`src/rtl/xst_pkg.sv`:
```
package xst_pkg;

   typedef enum logic [1:0] {
      ST_IDLE = 2'd0,
      ST_WAIT = 2'd1,
      ST_HOLD = 2'd2
   } xst_state_t;

   typedef struct packed {
      logic pas;
      logic berr;
      logic halt;
      logic lbr;
   } xst_strobes_t;

   // Added half-clocks for a delay code; the all-ones code means none.
   function automatic int added_half(input int code, input int code_max);
      return (code == code_max) ? 0 : code;
   endfunction

endpackage

```
`src/rtl/xst_cfg_latch.sv`:
```
module xst_cfg_latch #(
   parameter int DLY_W = 2
) (
   input  logic             clk,
   input  logic             rst,
   input  logic [DLY_W-1:0] cfg_dly,
   input  logic             cfg_search_fast,
   output logic [DLY_W-1:0] dly_q,
   output logic             fast_q
);

   // Sampled on every reset edge; the last one before release persists.
   always_ff @(posedge clk) begin
      if (rst) begin
         dly_q  <= cfg_dly;
         fast_q <= cfg_search_fast;
      end
   end

endmodule

```
`src/rtl/xst_edge_timer.sv`:
```
module xst_edge_timer #(
   parameter int DLY_W = 2,
   parameter int CNT_W = 3
) (
   input  logic             clk,
   input  logic             rst,
   input  logic             launch,
   input  logic             fast_path,
   input  logic [DLY_W-1:0] dly_q,
   output logic             rise_edge,
   output logic             due
);

   localparam int CODE_MAX = (1 << DLY_W) - 1;

   logic             ph;
   logic [CNT_W-1:0] cnt;
   logic [CNT_W-1:0] tgt;

   always_comb begin
      if (fast_path)
         tgt = CNT_W'(1);
      else
         tgt = CNT_W'(1 + xst_pkg::added_half(int'(dly_q), CODE_MAX));
   end

   always_ff @(posedge clk) begin
      if (rst) begin
         ph  <= 1'b0;
         cnt <= '0;
      end else begin
         ph <= ~ph;
         if (launch)
            cnt <= tgt;
         else if (cnt != '0)
            cnt <= cnt - CNT_W'(1);
      end
   end

   assign rise_edge = ~ph;
   assign due       = (cnt == CNT_W'(1));

endmodule

```
`src/rtl/xst_decide.sv`:
```
module xst_decide (
   input  logic                  search,
   input  logic                  cpu,
   input  logic                  xlat_on,
   input  logic                  hit,
   input  logic                  fault,
   output xst_pkg::xst_strobes_t nxt
);

   always_comb begin
      nxt = '0;
      if (search) begin
         nxt.pas = 1'b1;
      end else if (!cpu) begin
         if (!xlat_on || (hit && !fault)) begin
            nxt.pas = 1'b1;
         end else if (hit) begin
            nxt.berr = 1'b1;
         end else begin
            nxt.halt = 1'b1;
            nxt.lbr  = 1'b1;
         end
      end
   end

endmodule

```
`src/rtl/xst_addr_mux.sv`:
```
module xst_addr_mux #(
   parameter int ADDR_W   = 32,
   parameter int PAGE_LSB = 8
) (
   input  logic                       xlat_on,
   input  logic [ADDR_W-1:0]          la,
   input  logic [ADDR_W-PAGE_LSB-1:0] frame,
   output logic [ADDR_W-1:0]          pa
);

   generate
      if (PAGE_LSB > 0) begin : g_split
         assign pa[PAGE_LSB-1:0] = la[PAGE_LSB-1:0];
         assign pa[ADDR_W-1:PAGE_LSB] = xlat_on ? frame : la[ADDR_W-1:PAGE_LSB];
      end else begin : g_whole
         assign pa = xlat_on ? frame : la;
      end
   endgenerate

endmodule

```
`src/rtl/xlat_strobe_timer.sv`:
```
module xlat_strobe_timer #(
   parameter int ADDR_W   = 32,
   parameter int PAGE_LSB = 8,
   parameter int DLY_W    = 2
) (
   input  logic                       clk,
   input  logic                       rst,
   input  logic [DLY_W-1:0]           cfg_dly,
   input  logic                       cfg_search_fast,
   input  logic                       cyc_start,
   input  logic                       cyc_search,
   input  logic                       cyc_cpu,
   input  logic                       xlat_on,
   input  logic                       cmp_hit,
   input  logic                       cmp_fault,
   input  logic                       cyc_end,
   input  logic [ADDR_W-1:0]          la,
   input  logic [ADDR_W-PAGE_LSB-1:0] frame,
   output logic [ADDR_W-1:0]          pa,
   output logic                       pas,
   output logic                       berr,
   output logic                       halt,
   output logic                       lbr
);

   import xst_pkg::*;

   localparam int CNT_W = $clog2((1 << DLY_W) + 1);

   generate
      if (DLY_W < 1 || DLY_W > 3) begin : g_bad_dly
         $error("DLY_W must lie in 1..3");
      end
      if (PAGE_LSB < 0 || PAGE_LSB >= ADDR_W) begin : g_bad_page
         $error("PAGE_LSB must lie below ADDR_W");
      end
   endgenerate

   logic [DLY_W-1:0] dly_q;
   logic             fast_q;
   logic             rise_edge;
   logic             due;
   logic             launch;
   logic             search_q;
   logic             cpu_q;
   xst_state_t       st;
   xst_strobes_t     nxt;
   xst_strobes_t     outs;

   xst_cfg_latch #(.DLY_W(DLY_W)) u_cfg (
      .clk             (clk),
      .rst             (rst),
      .cfg_dly         (cfg_dly),
      .cfg_search_fast (cfg_search_fast),
      .dly_q           (dly_q),
      .fast_q          (fast_q)
   );

   assign launch = cyc_start && (st == ST_IDLE) && rise_edge;

   xst_edge_timer #(.DLY_W(DLY_W), .CNT_W(CNT_W)) u_timer (
      .clk       (clk),
      .rst       (rst),
      .launch    (launch),
      .fast_path (cyc_search && fast_q),
      .dly_q     (dly_q),
      .rise_edge (rise_edge),
      .due       (due)
   );

   xst_decide u_decide (
      .search  (search_q),
      .cpu     (cpu_q),
      .xlat_on (xlat_on),
      .hit     (cmp_hit),
      .fault   (cmp_fault),
      .nxt     (nxt)
   );

   xst_addr_mux #(.ADDR_W(ADDR_W), .PAGE_LSB(PAGE_LSB)) u_addr (
      .xlat_on (xlat_on),
      .la      (la),
      .frame   (frame),
      .pa      (pa)
   );

   always_ff @(posedge clk) begin
      if (rst) begin
         st       <= ST_IDLE;
         outs     <= '0;
         search_q <= 1'b0;
         cpu_q    <= 1'b0;
      end else begin
         unique case (st)
            ST_IDLE: begin
               if (launch) begin
                  st       <= ST_WAIT;
                  search_q <= cyc_search;
                  cpu_q    <= cyc_cpu;
               end
            end
            ST_WAIT: begin
               if (due) begin
                  outs <= nxt;
                  st   <= (nxt.pas || nxt.berr || nxt.lbr) ? ST_HOLD : ST_IDLE;
               end
            end
            ST_HOLD: begin
               if (cyc_end) begin
                  outs <= '0;
                  st   <= ST_IDLE;
               end
            end
            default: st <= ST_IDLE;
         endcase
      end
   end

   assign pas  = outs.pas;
   assign berr = outs.berr;
   assign halt = outs.halt;
   assign lbr  = outs.lbr;

endmodule

```
`config.mk`:
```
export PLATFORM = sky130hd
export DESIGN_NAME = xlat_strobe_timer
export DESIGN_NICKNAME = d
export VERILOG_FILES = /design/src/rtl/xst_pkg.sv /design/src/rtl/xst_cfg_latch.sv /design/src/rtl/xst_edge_timer.sv /design/src/rtl/xst_decide.sv /design/src/rtl/xst_addr_mux.sv /design/src/rtl/xlat_strobe_timer.sv
export SDC_FILE = /design/constraint.sdc
export NUM_CORES = 1
export LEC_CHECK = 0
export ABC_AREA = 1
export BUFFER_PORTS_ARGS = -buffer_cell sky130_fd_sc_hd__buf_4
export CELL_PAD_IN_SITES_DETAIL_PLACEMENT = 0
export CELL_PAD_IN_SITES_GLOBAL_PLACEMENT = 1
export CORE_ASPECT_RATIO = 1.4
export CORE_MARGIN = 2
export CORE_UTILIZATION = 23
export CTS_BUF_LIST = sky130_fd_sc_hd__clkbuf_4 sky130_fd_sc_hd__clkbuf_8 sky130_fd_sc_hd__clkbuf_16
export DETAILED_ROUTE_END_ITERATION = 8
export GPL_TIMING_DRIVEN = 0
export MAX_ROUTING_LAYER = met4
export PLACE_DENSITY_LB_ADDON = 0.12
export RECOVER_POWER = 25
export SLEW_MARGIN = 15
export SYNTH_ARGS = -nofsm -noshare
export SYNTH_HDL_FRONTEND = slang
export SYNTH_HIERARCHICAL = 1
export SYNTH_SLANG_ARGS = --single-unit
```
`constraint.sdc`:
```
create_clock -name clk -period 1.54 [get_ports clk]
set_clock_uncertainty 0.1 [all_clocks]
set_input_delay 0.231 -clock clk [delete_from_list [all_inputs] [get_ports clk]]
set_output_delay 0.231 -clock clk [all_outputs]
set_load 0.03 [all_outputs]
```
==> results of run 1 <==
==> placed cells by master, fill, tap and decap left out <==
| master | n |
|---|---|
| buf_4 | 94 |
| nand2_1 | 88 |
| inv_1 | 20 |
| nor2_1 | 15 |
| dfxtp_1 | 12 |
| nand2_2 | 10 |
| nand3_1 | 9 |
| a21oi_1 | 7 |
| clkbuf_1 | 7 |
| ha_1 | 5 |
| clkbuf_8 | 4 |
| clkbuf_4 | 3 |
| buf_6 | 3 |
| edfxtp_1 | 3 |
| inv_2 | 2 |
| o21ai_0 | 2 |
| clkinv_2 | 2 |
| nand3b_1 | 2 |
| nand3_2 | 1 |
| inv_8 | 1 |
| buf_12 | 1 |
| nor2_2 | 1 |
| nor3_1 | 1 |
| or2_1 | 1 |
| nand4_1 | 1 |
==> worst paths after layout <==
kind	from	to
worst max-delay path	u_timer/cnt[1]	lbr
worst min-delay path	cfg_search_fast	u_cfg/fast_q
worst max register to register	u_timer/cnt[1]	lbr
worst min register to register	u_timer/ph	u_timer/ph
==> routing by layer <==
layer  vias up  wire (µm)  share of wire, %
met4         0         55               1.6
li1        780          -                 -
met2        63       1701                48
met3         6        443                13
met1       573       1342                38
met5         -          0                 0
==> what timing repair did <==
action                                  4_1_cts  5_1_grt
hold endpoints to repair                      0        0
hold buffers                                  0        0
setup buffers                                 0        0
resized for setup                             0        1
endpoints found under the setup margin        0        2
==> critical path: stages, from the launching register on <==
cell	delay [ns]
dfxtp_1	0.29
inv_1	0.11
ha_1	0.16
inv_1	0.04
nor2_2	0.11
nand3_2	0.14
clkinv_2	0.10
nand2_1	0.06
a21oi_1	0.13
==> layout make-up <==
class                   instances  area share, %
plain buffers                  14          6.654
clock buffers                   3          2.033
clock inverters                 1         0.2465
inverters                      24          4.868
multi-input cells             143          32.04
flip-flops and latches         15          16.27
well taps                      66          4.067
repair buffers                 95          33.83
==> power groups by stage <==
stage                     logic, mW  clock network (mW)  registers, mW
final                         0.800               0.316          0.493
after global routing          0.913               0.347          0.502
after CTS                     0.815               0.336          0.492
after detailed placement      0.812                   0          0.501
after global placement        0.819                   0          0.501
after floorplan               0.518                   0          0.500
==> stage by stage <==
step	hold WS (ns)	worst slack, ns
after global placement	0.3025	0.1454
after detailed placement	0.3040	0.1535
after global routing	0.07189	0.04708
after CTS	0.04793	0.1395
final	0.07796	0.2175
after floorplan	0.1977	0.3453
==> cells by family (layout without fill, tap and decap cells) <==
| kind of cell | Yosys count | count (layout) |
|---|---|---|
| flops | 15 | 15 |
| simple gates | 129 | 129 |
| compound gates | 9 | 9 |
| fa+ha+maj | 5 | 5 |
| buf+inv | 38 | 137 |
==> metrics.yaml, run 1 <==
synth-seq-area-share_pct: 27.24
yosysTopAreaCell: "nand2_1"
grt_pass1_vias: 1321
synth_commonest_cells: "nand2_1, inv_1, nor2_1, dfxtp_1, nand2_2"
drt-total-wl_mm: 3.543
netlist_top_cells_area: "nand2_1, dfxtp_1, edfxtp_1"
top_usage_layer: "met2"
initial_core_util_pct: 23.68
yosysUniqueCellTypes: 22
stdcell_count: 361
rr_worst_depth: 8
grt-ovfl-total: 0
synthSimpleGateAreaFrac_pct: 44.58
fp.dieH_um: 89.91
cts_max_level: 1
use_met3_pct: 3.254
met1_usage_pct: 12.20
post-route-util_pct: 39.66
min_period_ns: 1.323
synth_top_area_share_pct: 27.24
drv_slew: 0
hp-class: "input pin to flop"
multiInputGateArea_um2: 650.6
num_rows: 31
core_mm2: 0.005120
antenna_found_initial: 0
p_sw_share_pct: 38.52
synth_top_family_by_area: "simple AND/OR/NAND/NOR gates"
die_w_um: 65.36
outcome: "finished clean"
rsz0062_at_grt: "no"
synth_warnings: 6
finalSetupViolCount: 0
synth-edff-count: 3
worst_pin_slew_ns: 0.6091
pwr-share-comb_pct: 49.7
pwr-share-seq_pct: 30.6
fin_nets: 369
gp_congestion: 0.7718
postSynthRegisterBits: 15
clock_sinks: 15
cts_root_buf: "clkbuf_8"
ir_drop_mv: 0.5919
regMostFlops: "u_timer/cnt"
p_leak_nw: 1.138
numCtsBuffers: 3
cts_tree: "done"
rrSetupSlack_ns: 0.22
largest_reg_flops: 3
num_antenna_cells: 0
grt_pass1_wl_mm: 5.575
pwr_density_cell_mw_per_mm2: 792.5
grt_max_degree: 13
worstSetupPathType: "flop to flop"
ios: 104
required_ns: 1.62
synthArstFlopShare_pct: 0
io_buffers: 95
die_area_mm2: 0.005876
synthMuxAreaShare_pct: 0
fin_area_mm2: 0.002031
start_kind: "flop"
drt-pass1-iter-count: 4
dpl.cell_count: 357
drt_iter0_drc: 67
layout-drive-gt1-share_pct: 41.36
reg.largest.list: "u_timer/cnt (3), st (2), u_cfg/dly_q (2)"
hold_viol: 0
power.internal_mw: 0.9894
cp_max_fo: 5
synth_fa_ha_area_share_pct: 5.160
clk_pin_slew_worst_paths_ns: 0.06
ant_nets: 0
register_area_um2: 330.3
grtUsageMet2_pct: 21.17
tns_ns: 0
synthCells: 196
area_growth_pct: 67.49
synth-main-ff-cell: "dfxtp_1"
p_total_mw: 1.609
grt_use_total_pct: 11.88
crit_path_end_kind: "flop"
switching_power_mw: 0.6199
vias_per_cell: 3.939
dpl.hpwl_mm: 2.963
nFillCells: 587
timing.final.crit_share_pct: 85.88
arrival_ns: 1.40
cap_violations: 0
syn-cell-area_mm2: 0.001212
min_delay_path_depth: 1
slew_headroom_pct: 59.39
routedWlPerCell_um: 9.814
synthMostInstantiatedCell: "nand2_1"
cts_buffer_depth: 2
syn-mean-instance-area_um2: 6.186
synth_xor_area_share_pct: 0
drc: 0
max_freq_ghz: 0.7561
placed_area_mm2: 0.002008
clockPowerShare_pct: 19.7
insertion_delay_ns: 0.25
via_count: 1422
synth-compound-area-share_pct: 3.715
syn-num-nets: 269
(Power assumes the default switching activity.)
==> run 2, diff against run 1 <==
BUFFER_PORTS_ARGS = default   (was -buffer_cell sky130_fd_sc_hd__buf_4)
CORE_UTILIZATION = 38   (was 23)
DONT_BUFFER_PORTS = 1   (was default)
==> run 2 against run 1 <==
- via count down 19%
- clock-buffer cell count is 1 higher
- clock power rose by 3%
- flip-flop and latch count is the same
- setup slack got worse by 0.12 ns
- hold slack worse by 0.013 ns
- die area down 38%
- first-iteration DRC count shrank 73%
- sequential share of layout area increased by 8.8 points
- maximum frequency is 8.2% lower
- critical endpoint is now pa[25]
- largest power group unchanged
==> metrics.yaml, run 2 (same netlist as run 1, synthesis figures left out) <==
via_count: 1145  # -19%
hold_path_end: "cpu_q"
drv_slew: 0  # unchanged
crit_start: "xlat_on"
worstHoldStart: "rst"
cts_max_level: 1  # unchanged
r2r-end: "lbr"
dpl.hpwl_mm: 2.120  # -28%
core_mm2: 0.003093  # -40%
num_rows: 24  # -23%
p_total_mw: 1.407  # -13%
tns_ns: 0  # unchanged
cts_buffer_depth: 2  # unchanged
grt-ovfl-total: 0  # unchanged
nFillCells: 350  # -40%
crit_path_end_kind: "output port"
grt_max_degree: 11  # -2
ant_nets: 0  # unchanged
max_freq_ghz: 0.6941  # -8.2%
numCtsBuffers: 3  # unchanged
crit_family: "buffers and inverters"
start_kind: "input pin"
switching_power_mw: 0.5598  # -9.7%
hold_viol: 0  # unchanged
stdcell_count: 243  # -33%
fin_nets: 278  # -25%
path_buf_inv: 3  # unchanged
clk_pin_slew_worst_paths_ns: 0.06  # about the same
rr_startpoint: "u_timer/cnt[1]"
min_delay_path_depth: 3  # +2
power.internal_mw: 0.8475  # -14%
placed_area_mm2: 0.001261  # -37%
worstSetupPathType: "input pin to output port"
rr_worst_depth: 8  # unchanged
die_area_mm2: 0.003665  # -38%
rrSetupSlack_ns: 0.21  # about the same
hp-class: "input pin to flop"
fin_ws_ns: 0.09932  # -0.1181 ns
cts_root_buf: "clkbuf_8"
slowest_delay_ns: 0.27  # -0.02 ns
timing.final.crit_share_pct: 93.55  # +7.7 points
slew_headroom_pct: 74.82  # +15 points
fp.dieH_um: 70.84  # -21%
clockPowerShare_pct: 23.0  # +3.3 points
ios: 104  # unchanged
routedWlPerCell_um: 10.36  # +5.5%
largest_reg_flops: 3  # unchanged
finalSetupViolCount: 0  # unchanged
crit_slowest_cell: "clkinvlp_2"
drt-total-wl_mm: 2.517  # -29%
rsz0062_at_grt: "no"
p_sw_share_pct: 39.78  # +1.3 points
outcome: "finished clean"
cts_tree: "done"
final_common_cell: "nand2_1"
gp_congestion: 0.7598  # -1.6%
p_leak_nw: 0.6850  # -40%
place_ws_ns: 0.1625  # +0.008983 ns
worst_pin_slew_ns: 0.3765  # -0.2326 ns
antenna_found_initial: 0  # unchanged
min_period_ns: 1.441  # +0.1181 ns
vias_per_cell: 4.712  # +20%
cp_max_fo: 10  # +5
drt-pass1-iter-count: 4  # unchanged
insertion_delay_ns: 0.24  # about the same
pwr-share-seq_pct: 35.6  # +5.0 points
grt_pass1_vias: 1005  # -24%
drc: 0  # unchanged
cts_setup_buffers: 0  # unchanged
regMostFlops: "u_timer/cnt"
ir_drop_mv: 0.6513  # +10%
arrival_ns: 1.11  # -0.29 ns
clock_sinks: 15  # unchanged
io_buffers: 0  # -100%
grt_use_total_pct: 13.42  # +1.5 points
grt_pass1_wl_mm: 3.774  # -32%
cap_violations: 0  # unchanged
fin_area_mm2: 0.001316  # -35%
pwr_density_cell_mw_per_mm2: 1069  # +35%
initial_core_util_pct: 39.20  # +16 points
required_ns: 1.21  # -0.41 ns
num_antenna_cells: 0  # unchanged
pwr-share-comb_pct: 41.4  # -8.3 points
path_cells: "buf_6, clkinvlp_2, buf_6, nand2_1, nand2_1"
die_w_um: 51.74  # -21%
area_growth_pct: 8.565
reg.largest.list: "u_timer/cnt (3), st (2), u_cfg/dly_q (2)"
final_cell_mix: "nand2_1, inv_1, nor2_1"
layout-drive-gt1-share_pct: 12.75  # -29 points
critical_path_depth: 5  # -3
drt_iter0_drc: 18  # -73%
dpl.cell_count: 235  # -34%
run 2: worst max path at each step:
stage / to / slack, ns
global placement: lbr / 0.16
detailed placement: lbr / 0.16
CTS: lbr / 0.14
global route: pa[24] / 0.03
finish: pa[25] / 0.1
floorplan: lbr / 0.35
run 2: layout make-up:
type / instances / area [µm²] / area share (%)
well taps: 39 / 48.80 / 3.707
plain buffers: 14 / 105.1 / 7.985
clock buffers: 4 / 48.80 / 3.707
flip-flops and latches: 15 / 330.3 / 25.10
inverters: 24 / 92.59 / 7.034
multi-input cells: 143 / 650.6 / 49.43
repair buffers: 4 / 40.04 / 3.042
run 2: per-layer routing:
layer	part of all wire (%)	routed length (µm)	track usage (%)	vias up
li1	-	-	-	597
met1	34	856	11.27	481
met2	55	1389	27.78	62
met3	9.5	238	1.477	5
met4	1.3	33	5.263	0
met5	0	0	-	-
run 2: metrics by stage:
stage / util (%) / hold WS, ns
after floorplan: - / 0.1977
after global placement: 40.78 / 0.2006
after detailed placement: 40.78 / 0.2038
after CTS: 43.65 / 0.06461
after global routing: 42.56 / 0.07160
final: 42.56 / 0.06471
run 2: worst reg2reg max path, stage by stage, from the launching register on:
cell and delay [ns]:
dfxtp_1 0.29, inv_1 0.11, ha_1 0.16, inv_1 0.04, nor2_2 0.11, nand3_2 0.15, clkinv_2 0.11, nand2_1 0.05
a21oi_1 0.14
run 2: power by group through the flow:
stage,logic (mW),registers (mW),clock network (mW)
2_1_floorplan,0.518,0.500,0
3_3_place_gp,0.583,0.507,0
3_5_place_dp,0.586,0.509,0
4_1_cts,0.601,0.500,0.334
5_1_grt,0.680,0.508,0.348
6_report,0.583,0.500,0.324
run 2: repair_timing:
action	in CTS	in global routing
hold buffers	4	0
endpoints found under the setup margin	0	1
endpoints found under the hold margin	13	0
gates resized for setup	0	1
